**src/rtl/wdog_pkg.sv**
```systemverilog
package wdog_pkg;
  localparam int CTL_W     = 8;
  localparam int SEL_W     = 3;
  localparam int SEL_LSB   = 5;
  localparam int DPS_BIT   = 2;
  localparam int KICK_BIT  = 1;
  localparam int EN_BIT    = 0;

  typedef struct packed {
    logic [SEL_W-1:0] sel;
    logic             dps;
    logic             en;
  } wdog_ctl_t;
endpackage

```
**src/rtl/wdog_ctrl_reg.sv**
```systemverilog
module wdog_ctrl_reg
  import wdog_pkg::*;
(
  input  logic             clk,
  input  logic             rst_n,
  input  logic             we_i,
  input  logic [CTL_W-1:0] wdata_i,
  output wdog_ctl_t        ctl_o,
  output logic             restart_o,
  output logic [CTL_W-1:0] rdata_o
);
  wdog_ctl_t        ctl_q;
  logic             restart_q;
  logic [SEL_W-1:0] wsel;

  assign wsel = wdata_i[SEL_LSB +: SEL_W];

  always_ff @(posedge clk or negedge rst_n) begin
    if (!rst_n) begin
      ctl_q     <= '0;
      restart_q <= 1'b1;
    end else begin
      restart_q <= we_i & (wdata_i[KICK_BIT] | (wsel != ctl_q.sel));
      if (we_i) begin
        ctl_q.sel <= wsel;
        ctl_q.dps <= wdata_i[DPS_BIT];
        ctl_q.en  <= wdata_i[EN_BIT];
      end
    end
  end

  always_comb begin
    rdata_o                     = '0;
    rdata_o[SEL_LSB +: SEL_W]   = ctl_q.sel;
    rdata_o[DPS_BIT]            = ctl_q.dps;
    rdata_o[EN_BIT]             = ctl_q.en;
  end

  assign ctl_o     = ctl_q;
  assign restart_o = restart_q;


  kick_selfclear_chk: assert property (@(posedge clk) disable iff (!rst_n)
    (restart_q && !we_i) |=> !restart_q);

  kick_reads_zero_chk: assert property (@(posedge clk) disable iff (!rst_n)
    rdata_o[KICK_BIT] == 1'b0);
endmodule

```
**src/rtl/wdog_counter.sv**
```systemverilog
module wdog_counter
  import wdog_pkg::*;
#(
  parameter int BASE_TICKS = 16,
  parameter int CNT_W      = $clog2(BASE_TICKS) + 8
) (
  input  logic             clk,
  input  logic             rst_n,
  input  logic             tick_i,
  input  logic             active_i,
  input  logic             restart_i,
  input  logic [SEL_W-1:0] sel_i,
  output logic             expire_o
);
  localparam logic [CNT_W-1:0] BASE_V = CNT_W'(BASE_TICKS);

  logic [CNT_W-1:0] cnt_q;
  logic [CNT_W-1:0] lim;
  logic             last_tick;
  logic             exp_q;

  assign lim       = BASE_V << sel_i;
  assign last_tick = tick_i && (cnt_q == lim - 1'b1);

  always_ff @(posedge clk or negedge rst_n) begin
    if (!rst_n) begin
      cnt_q <= '0;
      exp_q <= 1'b0;
    end else if (!active_i || restart_i) begin
      cnt_q <= '0;
      exp_q <= 1'b0;
    end else if (last_tick) begin
      cnt_q <= '0;
      exp_q <= 1'b1;
    end else begin
      cnt_q <= cnt_q + CNT_W'(tick_i);
      exp_q <= 1'b0;
    end
  end

  assign expire_o = exp_q;


  cnt_in_range_chk: assert property (@(posedge clk) disable iff (!rst_n)
    (active_i && !restart_i) |-> (cnt_q < lim));

  idle_clear_chk: assert property (@(posedge clk) disable iff (!rst_n)
    !active_i |=> (cnt_q == '0 && !exp_q));

  no_tick_hold_chk: assert property (@(posedge clk) disable iff (!rst_n)
    (active_i && !restart_i && !tick_i) |=> !exp_q);
endmodule

```
**src/rtl/wdog_pulse.sv**
```systemverilog
module wdog_pulse #(
  parameter int PULSE_CYCLES = 4,
  parameter int PW           = $clog2(PULSE_CYCLES + 1)
) (
  input  logic clk,
  input  logic rst_n,
  input  logic fire_i,
  output logic pulse_o
);
  logic [PW-1:0] left_q;

  always_ff @(posedge clk or negedge rst_n) begin
    if (!rst_n)              left_q <= '0;
    else if (fire_i)         left_q <= PW'(PULSE_CYCLES);
    else if (left_q != '0)   left_q <= left_q - 1'b1;
  end

  assign pulse_o = (left_q != '0);


  fire_to_pulse_chk: assert property (@(posedge clk) disable iff (!rst_n)
    fire_i |=> pulse_o);
endmodule

```
**src/rtl/wdog_prescaled.sv**
```systemverilog
module wdog_prescaled
  import wdog_pkg::*;
#(
  parameter int BASE_TICKS   = 16,
  parameter int PULSE_CYCLES = 4
) (
  input  logic             clk,
  input  logic             rst_n,
  input  logic             tick_i,
  input  logic             pdown_i,
  input  logic             ctl_we_i,
  input  logic [CTL_W-1:0] ctl_wdata_i,
  output logic [CTL_W-1:0] ctl_rdata_o,
  output logic             wd_rst_o,
  output logic             dptr_sel_o
);
  localparam int CNT_W = $clog2(BASE_TICKS) + 8;

  wdog_ctl_t ctl;
  logic      restart;
  logic      active;
  logic      expire;

  wdog_ctrl_reg u_reg (
    .clk       (clk),
    .rst_n     (rst_n),
    .we_i      (ctl_we_i),
    .wdata_i   (ctl_wdata_i),
    .ctl_o     (ctl),
    .restart_o (restart),
    .rdata_o   (ctl_rdata_o)
  );

  assign active = ctl.en & ~pdown_i;

  wdog_counter #(.BASE_TICKS(BASE_TICKS), .CNT_W(CNT_W)) u_cnt (
    .clk       (clk),
    .rst_n     (rst_n),
    .tick_i    (tick_i),
    .active_i  (active),
    .restart_i (restart),
    .sel_i     (ctl.sel),
    .expire_o  (expire)
  );

  wdog_pulse #(.PULSE_CYCLES(PULSE_CYCLES)) u_pulse (
    .clk     (clk),
    .rst_n   (rst_n),
    .fire_i  (expire),
    .pulse_o (wd_rst_o)
  );

  assign dptr_sel_o = ctl.dps;


  pdown_quiet_chk: assert property (@(posedge clk) disable iff (!rst_n)
    pdown_i |=> !expire);

  dps_follow_chk: assert property (@(posedge clk) disable iff (!rst_n)
    dptr_sel_o == ctl_rdata_o[DPS_BIT]);
endmodule

```
**config.mk**
```make
export PLATFORM = sky130hd
export DESIGN_NAME = wdog_prescaled
export DESIGN_NICKNAME = d
export VERILOG_FILES = /design/src/rtl/wdog_pkg.sv /design/src/rtl/wdog_ctrl_reg.sv /design/src/rtl/wdog_counter.sv /design/src/rtl/wdog_pulse.sv /design/src/rtl/wdog_prescaled.sv
export SDC_FILE = /design/constraint.sdc
export NUM_CORES = 1
export LEC_CHECK = 0
export ABC_CLOCK_PERIOD_IN_PS = 6200
export BUFFER_PORTS_ARGS = -buffer_cell sky130_fd_sc_hd__buf_4
export CAP_MARGIN = 20
export CORE_AREA = 2 2 65 67
export DETAILED_ROUTE_END_ITERATION = 8
export DIE_AREA = 0 0 67 69
export GPL_TIMING_DRIVEN = 0
export PLACE_DENSITY = 0.6
export SLEW_MARGIN = 10
export SYNTH_ARGS = -nofsm -noshare
export SYNTH_HDL_FRONTEND = slang
export SYNTH_SLANG_ARGS = --single-unit
```
**constraint.sdc**
```tcl
create_clock -name clk -period 6.2 [get_ports clk]
set_input_delay 1.86 -clock clk [delete_from_list [all_inputs] [get_ports clk]]
set_output_delay 1.86 -clock clk [all_outputs]
set_load 0.005 [all_outputs]
```
==> results of run 1 <==
==> per-stage QoR <==
stage	hold WS (ns)	area, um^2	utilization [%]	setup WS (ns)
CTS	0.475	1590	40.7	3.10
finish	0.472	1590	40.7	3.11
global route	0.494	1590	40.7	3.03
detailed placement	0.465	1520	38.8	2.92
floorplan	0.424	1340	-	3.25
global placement	0.437	1520	38.8	2.94
==> routing by layer <==
metal / routed length (um) / share of wire [%]
met2: 1270 / 53
met4: 17 / 0.71
met3: 61 / 2.5
met5: 0 / 0
met1: 1060 / 44
==> flip-flops by register name (all words and copies together), names as in the netlist <==
register,flops
u_cnt.cnt_q,12
u_reg.ctl_o,5
u_pulse.left_q,3
u_cnt.expire_o,1
u_reg.restart_o,1
==> how the worst max path moves through the flow <==
stage	to	slack (ns)	cells after the start
after CTS	wd_rst_o	3.10	4
after global placement	u_cnt.cnt_q[2]	2.94	7
after global routing	wd_rst_o	3.03	4
final	wd_rst_o	3.11	4
after detailed placement	u_cnt.cnt_q[6]	2.92	7
after floorplan	u_cnt.cnt_q[2]	3.25	6
==> power groups by stage <==
stage          Combinational (W)  Clock (W)  Sequential, W
2_1_floorplan          0.0000359          0       0.000154
3_3_place_gp           0.0000542          0       0.000154
3_5_place_dp           0.0000559          0       0.000154
4_1_cts                0.0000561   0.000137       0.000151
5_1_grt                0.0000621   0.000144       0.000152
6_report               0.0000555   0.000135       0.000151
==> cells in the final DEF, fill, tap and decap left out, types with 2 or more instances in the layout <==
cell and instances:
and3_1 5, buf_4 21, buf_6 3, clkbuf_8 3, conb_1 3, dfrtp_1 21, ha_1 5, inv_1 3
mux2_2 5, nand2_1 9, nor2_1 6, nor2_2 9, nor2b_1 2, nor3b_1 2, nor4_1 3, nor4b_1 2
o31a_1 2, xnor2_1 7, xor2_1 12
==> logic make-up after synthesis <==
kind of cell	share of synthesized area, %
AO/OA/AOI/OAI	7.43
adder cells (fa/ha/maj)	4.70
flip-flops	41.5
XOR/XNOR	12.5
multiplexers	4.23
other	0.282
AND/OR/NAND/NOR	22.9
buffers and inverters	6.49
==> cell type report <==
| class | count | area (um^2) | area share [%] |
|---|---|---|---|
| Buffer | 9 | 75.1 | 4.72 |
| Clock buffer | 3 | 41.3 | 2.59 |
| Clock inverter | 1 | 30.0 | 1.89 |
| Inverter | 3 | 11.3 | 0.708 |
| Multi-Input combinational cell | 92 | 699 | 43.9 |
| Sequential cell | 22 | 552 | 34.7 |
| Tap cell | 50 | 62.6 | 3.93 |
| Timing Repair Buffer | 16 | 120 | 7.55 |
==> results.json, run 1 <==
{
  "synth.most_common_cell": "dfrtp_1",
  "critPathMaxFanout": 4,
  "avgSynthCellArea_um2": 10.7,
  "grt-busiest-layer": "met2",
  "pwr-share-clk_pct": 39.4,
  "grt_pass1_wl_mm": 4.28,
  "cts_tree": "built",
  "r2r_setup_slack_ns": 3.68,
  "ys.flop_type": "dfrtp_1",
  "skew_ns": 0.00474,
  "die_x_um": 67,
  "grt_max_degree": 23,
  "critical_path.cell_chain": "inv_1, ha_1, nand2b_1, buf_4",
  "min_period_ns": 3.09,
  "synth_cell_types": 40,
  "cts_root_buf": "clkbuf_8",
  "clkTransAtPathRegs_ns": 0.08,
  "p_sw_share_pct": 23.0,
  "firstDrtPassIters": 4,
  "use_met3_pct": 3.43,
  "cp-startpoint": "u_pulse.left_q[0]",
  "fp-row-count": 23,
  "critPathBufInv": 2,
  "rsz0062_at_grt": "false",
  "post_drt_wl_per_cell_um": 12.3,
  "cts_max_level": 1,
  "grt_util_met2_pct": 20.0,
  "cp_slowest_cell": "dfrtp_1",
  "cp_slowest_stage_delay_ns": 0.40,
  "final_cells": 196,
  "antennaDiodeCount": 0,
  "p_switching_w": 0.0000784,
  "crit_path_end_kind": "output pin",
  "min_to": "u_pulse.left_q[0]",
  "grt_pass1_vias": 961,
  "cts_buffers": 3,
  "antenna_left": 0,
  "grtUsageTotal_pct": 11.9,
  "pwr-share-seq_pct": 44.3,
  "worst_path_dominant_cell_family": "flip-flops",
  "syn2layout_area_growth_pct": 19.7,
  "ctsHoldBuffers": 0,
  "cts_setup_buffers": 0,
  "cts_resized": 0,
  "clk_path_buf_depth": 2,
  "hold_violations": 0,
  "worstHoldStart": "u_cnt.expire_o",
  "dp_hpwl_mm": 1.88,
  "clock-sinks": 22,
  "finalSetupViolCount": 0,
  "crit_required_ns": 4.34,
  "hold_path_class": "flip-flop to flip-flop",
  "finalSetupTns_ns": 0,
  "drt-total-wl_mm": 2.40,
  "rr_startpoint": "u_reg.ctl_o[2]",
  "post_drt_via_cell_ratio": 4.71,
  "coreArea_mm2": 0.00391,
  "arrival_ns": 1.23,
  "ir_worst_vdd_mv": 0.144,
  "min_period_over_period_pct": 49.8,
  "dieArea_mm2": 0.00462,
  "drive_gt1_share_pct": 34.2,
  "fillers": 397,
  "max_clock_freq_mhz": 324,
  "place.gp.congestion": 0.822,
  "outcome": "finished clean",
  "ys_ff_latch": 22,
  "worstSetupStartpointType": "flip-flop",
  "maxSlewViolCount": 0,
  "power.density_mw_per_mm2": 215,
  "synth_area_leaders": "dfrtp_1, xor2_1, ha_1, xnor2_1, mux2_2",
  "worst_hold_path.num_cells": 1,
  "yosysWarnings": 0,
  "drv_cap": 0,
  "vias": 924,
  "antenna_found_initial": 0,
  "netlist.area_leader.share_pct": 39.5,
  "syn_area_mm2": 0.00133,
  "remaining_drc_errors": 0,
  "initial_core_util_pct": 34.0,
  "synth-async-reset-ratio_pct": 100,
  "total_power_w": 0.000341,
  "yosysTopAreaCell": "dfrtp_1",
  "nNetsFinal": 165,
  "clock_latency_ns": 0.26,
  "ioPinCount": 23,
  "leakage_nw": 0.700,
  "combPwrFrac_pct": 16.2,
  "synth_common_cells": "dfrtp_1, xor2_1, nand2_1, nor2_2, xnor2_1",
  "first_iter_violations": 30,
  "yosysSeqAreaShare_pct": 41.5,
  "critPathKind": "flip-flop to output pin",
  "gr-total-overflow": 0,
  "synth_cells": 124,
  "chipHeight_um": 69,
  "synth-edff-count": 0,
  "io_buffers": 16,
  "rr_endpoint": "u_cnt.cnt_q[6]",
  "internal_power_w": 0.000263,
  "dp_cells": 192,
  "r2r_cells": 9,
  "met1_usage_pct": 14.7
}
Note: power is estimated with default switching activity, not from simulation.
==> run 2: changes to the inputs <==
ABC_CLOCK_PERIOD_IN_PS = 2550   (was 6200)
PLACE_DENSITY = 0.62   (was 0.6)
clock period = 2.55 ns   (was 6.2 ns; I/O delays follow)
==> results.json, run 2 (synthesis gave the netlist of run 1 again) <==
{
  "dp_hpwl_mm": 1.92,
  "clock_latency_ns": 0.26,
  "worstSetupStartpointType": "flip-flop",
  "cts_max_level": 1,
  "outcome": "finished clean",
  "post_drt_via_cell_ratio": 4.78,
  "finalSetupTns_ns": 0,
  "hold_path_class": "primary input to async pin",
  "critPathKind": "flip-flop to flip-flop",
  "pwr-share-clk_pct": 38.6,
  "ioPinCount": 23,
  "crit_required_ns": 2.71,
  "crit_top_cell": "buf_6",
  "firstDrtPassIters": 4,
  "crit_path_end_kind": "flip-flop",
  "die_x_um": 67,
  "first_iter_violations": 28,
  "skew_ns": 0.000938,
  "pwr-share-seq_pct": 43.8,
  "drv_cap": 0,
  "cts_root_buf": "clkbuf_8",
  "antennaDiodeCount": 0,
  "combPwrFrac_pct": 17.6,
  "ir_worst_vdd_mv": 0.324,
  "p_switching_w": 0.000198,
  "initial_core_util_pct": 34.0,
  "grt_pass1_vias": 942,
  "cts_tree": "built",
  "crit_cells": 9,
  "dieArea_mm2": 0.00462,
  "rsz0062_at_grt": "false",
  "design_area_mm2": 0.00163,
  "clock-sinks": 22,
  "fp-row-count": 23,
  "cp_slowest_cell": "or3_1",
  "gr-total-overflow": 0,
  "nNetsFinal": 165,
  "remaining_drc_errors": 0,
  "post_drt_wl_per_cell_um": 13.4,
  "cts_setup_buffers": 0,
  "maxSlewViolCount": 0,
  "rr_startpoint": "u_reg.ctl_o[2]",
  "place.gp.congestion": 0.790,
  "cts_buffers": 3,
  "antenna_found_initial": 0,
  "grt_max_degree": 23,
  "antenna_left": 0,
  "finish.utilization_pct": 41.7,
  "rr_endpoint": "u_cnt.cnt_q[6]",
  "cp_slowest_stage_delay_ns": 0.40,
  "drive_gt1_share_pct": 38.4,
  "critPathMaxFanout": 10,
  "worst_path_dominant_cell_family": "simple AND/OR/NAND/NOR gates",
  "p_sw_share_pct": 23.5,
  "hold_violations": 0,
  "ctsHoldBuffers": 0,
  "grt_pass1_wl_mm": 4.24,
  "top_register": "u_cnt.cnt_q",
  "largest_reg_flops": 12,
  "chipHeight_um": 69,
  "critPathBufInv": 2,
  "placed_cell_area_mm2": 0.00152,
  "clkTransAtPathRegs_ns": 0.08,
  "min_period_ns": 2.42,
  "arrival_ns": 2.58,
  "internal_power_w": 0.000645,
  "io_buffers": 16,
  "min_period_over_period_pct": 94.9,
  "power.density_mw_per_mm2": 516,
  "max_clock_freq_mhz": 413,
  "vias": 937,
  "drt-total-wl_mm": 2.62,
  "layout_common_cells": "buf_4, dfrtp_1, xor2_1, nand2_1, nor2_2",
  "syn2layout_area_growth_pct": 22.8,
  "r2r_cells": 9,
  "grtUsageTotal_pct": 11.8,
  "finalSetupViolCount": 0,
  "r2r_setup_slack_ns": 0.13,
  "critical_path.cell_chain": "buf_6, or3_1, ha_2, o211a_1, nor4_2, o22ai_2, o21bai_2, buf_6, nor2_2",
  "leakage_nw": 0.711,
  "clk_path_buf_depth": 2,
  "coreArea_mm2": 0.00391
}
## run 2: cell counts in the layout (fill, tap and decap cells not counted)
Identical to the previous run, type by type.
## run 2: cell type report
cell class	count	area, um^2
plain buffers	9	75.1
clock buffers	3	41.3
clock inverters	1	30.0
fillers	403	2280
inverters	3	11.3
multi-input cells	92	741
flip-flops and latches	22	552
well taps	50	62.6
repair buffers	16	120
## run 2: how the worst max path moves through the flow
stage | slack, ns | endpoint | start
after global placement | 0.06 | u_cnt.cnt_q[7] | u_reg.ctl_o[2]
after global routing | 0.02 | u_cnt.cnt_q[3] | u_reg.ctl_o[2]
after CTS | 0.007 | u_cnt.cnt_q[10] | u_reg.ctl_o[2]
final | 0.13 | u_cnt.cnt_q[6] | u_reg.ctl_o[2]
after floorplan | 0.26 | u_cnt.cnt_q[7] | u_reg.ctl_o[2]
after detailed placement | 0.01 | u_cnt.cnt_q[10] | u_reg.ctl_o[2]
## run 2: power groups by stage
stage	Sequential [W]	Clock (W)	Combinational, W
global route	0.000370	0.000344	0.000163
detailed placement	0.000376	0	0.000135
finish	0.000369	0.000326	0.000148
floorplan	0.000374	0	0.0000872
global placement	0.000375	0	0.000132
CTS	0.000369	0.000334	0.000138
## run 2: metrics by stage
stage	cells	setup WS (ns)	hold WS, ns	power, W
floorplan	126	0.260	0.424	0.000462
global placement	192	0.0567	0.439	0.000507
detailed placement	192	0.0101	0.454	0.000511
CTS	196	0.00711	0.380	0.000841
global route	196	0.0180	0.388	0.000877
finish	196	0.129	0.375	0.000843
## run 2: routing by layer
metal  wire (um)  up-vias  track usage (%)
li1            -      464                -
met1        1070      457             13.8
met2        1450       11             21.2
met3          67        5             2.94
met4          27        0             2.72
met5           0        -                0
## run 2: worst reg2reg max path, stage by stage, from the launching register on
cell,delay (ns)
dfrtp_1,0.39
buf_6,0.15
or3_1,0.40
ha_2,0.26
o211a_1,0.17
nor4_2,0.32
o22ai_2,0.14
o21bai_2,0.22
buf_6,0.21
nor2_2,0.06
## run 2: repair_timing
| item | CTS | global route |
|---|---|---|
| endpoints found under the hold margin | 0 | 0 |
| setup endpoints to repair | 10 | 10 |
| pin swaps | 0 | 0 |
| resized for setup | 1 | 6 |
==> run 3: changes to the inputs <==
CORE_AREA = 2 2 67 69   (was 2 2 65 67)
DIE_AREA = 0 0 69 71   (was 0 0 67 69)
SYNTH_HIERARCHICAL = 1   (was unset)
==> results.json, run 3 <==
{
  "outcome": "finished clean",
  "grtUsageTotal_pct": 11.8,
  "die_x_um": 69,
  "dp_hpwl_mm": 2.16,
  "antenna_left": 0,
  "pwr-share-seq_pct": 41.6,
  "dp_slack_ns": -0.125,
  "antennaDiodeCount": 0,
  "dp_cells": 204,
  "leakage_nw": 0.747,
  "final_common_cell": "buf_4",
  "yosysWarnings": 6,
  "synth_cell_types": 40,
  "gr-total-overflow": 0,
  "hold_slack_ns": 0.376,
  "maxSlewViolCount": 0,
  "layout_common_cells": "buf_4, dfrtp_1, a211oi_1, xnor2_1, xor2_1",
  "first_iter_violations": 25,
  "fp-row-count": 24,
  "io_buffers": 16,
  "max_clock_freq_mhz": 404,
  "clkTransAtPathRegs_ns": 0.08,
  "cts_buffers": 3,
  "finalSetupViolCount": 0,
  "vias": 1065,
  "synth.most_common_cell": "dfrtp_1",
  "grt_max_degree": 23,
  "yosysTopAreaCell": "dfrtp_1",
  "remaining_drc_errors": 0,
  "rsz0062_at_grt": "false",
  "post_drt_via_cell_ratio": 5.05,
  "cts_root_buf": "clkbuf_8",
  "p_sw_share_pct": 24.0,
  "ys_ff_latch": 22,
  "top_register": "u_cnt/cnt_q",
  "hold_path_class": "primary input to async pin",
  "internal_power_w": 0.000678,
  "initial_core_util_pct": 33.8,
  "ioPinCount": 23,
  "combPwrFrac_pct": 21.7,
  "arrival_ns": 2.68,
  "antenna_found_initial": 0,
  "cp_slowest_stage_delay_ns": 0.54,
  "grt_pass1_wl_mm": 4.87,
  "place.gp.congestion": 0.700,
  "avgSynthCellArea_um2": 10.6,
  "critical_path.cell_chain": "buf_6, or3_4, ha_4, nor3b_1, or4_4, a22oi_4, buf_4, and3_1",
  "skew_ns": 0.00238,
  "syn_area_mm2": 0.00142,
  "coreArea_mm2": 0.00420,
  "p_switching_w": 0.000214,
  "critPathKind": "flip-flop to flip-flop",
  "worst_pin_slew_ns": 0.564,
  "rr_endpoint": "u_cnt/expire_o",
  "drv_cap": 0,
  "critPathBufInv": 2,
  "min_period_ns": 2.48,
  "crit_path_end_kind": "flip-flop",
  "critPathMaxFanout": 10,
  "clock-sinks": 22,
  "ir_worst_vdd_mv": 0.312,
  "netlist.area_leader.share_pct": 37.0,
  "worstSetupStartpointType": "flip-flop",
  "yosysSeqAreaShare_pct": 38.9,
  "drt-total-wl_mm": 2.90,
  "chipHeight_um": 71,
  "clk_path_buf_depth": 2,
  "fin_ws_ns": 0.0743,
  "nNetsFinal": 178,
  "crit_required_ns": 2.75,
  "pwr-share-clk_pct": 36.6,
  "synth_area_leaders": "dfrtp_1, a211oi_1, xnor2_1, xor2_1, buf_4",
  "cts_max_level": 1,
  "cts_tree": "built",
  "worst_path_dominant_cell_family": "simple AND/OR/NAND/NOR gates",
  "min_period_over_period_pct": 97.1,
  "r2r_setup_slack_ns": 0.07,
  "drive_gt1_share_pct": 33.3,
  "synth_cells": 134,
  "clock_latency_ns": 0.26,
  "ys.flop_type": "dfrtp_1",
  "synth_common_cells": "dfrtp_1, a211oi_1, buf_4, xnor2_1, xor2_1",
  "relSlewSlack_pct": 62.3,
  "finish.utilization_pct": 41.2,
  "ctsHoldBuffers": 0,
  "syn2layout_area_growth_pct": 22.0,
  "total_power_w": 0.000892,
  "synth-edff-count": 0,
  "fillers": 433,
  "dieArea_mm2": 0.00490,
  "power.density_mw_per_mm2": 515,
  "post_drt_wl_per_cell_um": 13.8,
  "rr_startpoint": "u_reg/ctl_o[3]",
  "grt_pass1_vias": 1128,
  "r2r_cells": 8,
  "synth-async-reset-ratio_pct": 100,
  "largest_reg_flops": 12,
  "hold_violations": 0,
  "firstDrtPassIters": 4,
  "cp_slowest_cell": "or4_4",
  "final_cells": 211
}
[run 3: changes by cell type in the layout (fill, tap and decap cells not counted), sizes merged, moves of 3 or more]
cell and change:
a211oi +10, xor2 -3, buf +9, and3 -3, nor2 -10
[run 3: logic make-up after synthesis]
| kind of cell | Yosys count | synth area share (%) |
|---|---|---|
| AO/OA/AOI/OAI | 20 | 11.9 |
| XOR/XNOR | 18 | 11.1 |
| adder cells (fa/ha/maj) | 5 | 4.41 |
| buffers and inverters | 19 | 8.73 |
| flip-flops | 22 | 38.9 |
| multiplexers | 6 | 4.76 |
| other | 1 | 0.264 |
| AND/OR/NAND/NOR | 43 | 19.9 |
[run 3: final cells by class]
cell class / count / area (um^2) / area share (%)
repair buffers: 19 / 146 / 8.45
inverters: 4 / 15.0 / 0.867
clock inverters: 1 / 30.0 / 1.73
clock buffers: 3 / 41.3 / 2.38
well taps: 52 / 65.1 / 3.76
flip-flops and latches: 22 / 552 / 31.9
multi-input cells: 95 / 773 / 44.7
plain buffers: 15 / 109 / 6.29
[run 3: layer usage]
layer,share of wire [%],track usage [%]
met4,0.59,2.83
met3,3.7,2.14
met5,0,0
met2,53,22.6
met1,42,13.6
[run 3: repair_timing]
item,4_1_cts,5_1_grt
buffers inserted,1,1
pin swaps,0,1
setup endpoints to repair,10,10
cloned,0,1
resized for setup,1,5
[run 3: power groups by stage]
stage	sequential (W)	clock (W)	combinational [W]
floorplan	0.000376	0	0.000116
global placement	0.000379	0	0.000163
detailed placement	0.000380	0	0.000168
CTS	0.000371	0.000335	0.000174
global route	0.000373	0.000352	0.000210
finish	0.000371	0.000327	0.000194
[run 3: worst register-to-register path, stage by stage (launching register included)]
cell	delay (ns)
dfrtp_1	0.43
buf_6	0.16
or3_4	0.37
ha_4	0.19
nor3b_1	0.19
or4_4	0.54
a22oi_4	0.23
buf_4	0.16
and3_1	0.15
[run 3: how the worst max path moves through the flow]
stage                          end  cells after the start  slack (ns)            from
detailed placement  u_cnt/cnt_q[8]                      8       -0.13  u_reg/ctl_o[4]
global route        u_cnt/expire_o                      8       0.007  u_reg/ctl_o[4]
CTS                 u_cnt/cnt_q[8]                      8       0.003  u_reg/ctl_o[3]
finish              u_cnt/expire_o                      8        0.07  u_reg/ctl_o[3]
global placement    u_cnt/cnt_q[6]                      8       -0.08  u_reg/ctl_o[4]
floorplan           u_cnt/cnt_q[3]                      8        0.08  u_reg/ctl_o[4]
[run 3: stage by stage]
stage          TNS (ns)  area (um^2)
6_report              0         1730
5_1_grt               0         1730
4_1_cts               0         1690
3_5_place_dp      -1.07         1610
3_3_place_gp     -0.671         1610
2_1_floorplan         0         1430
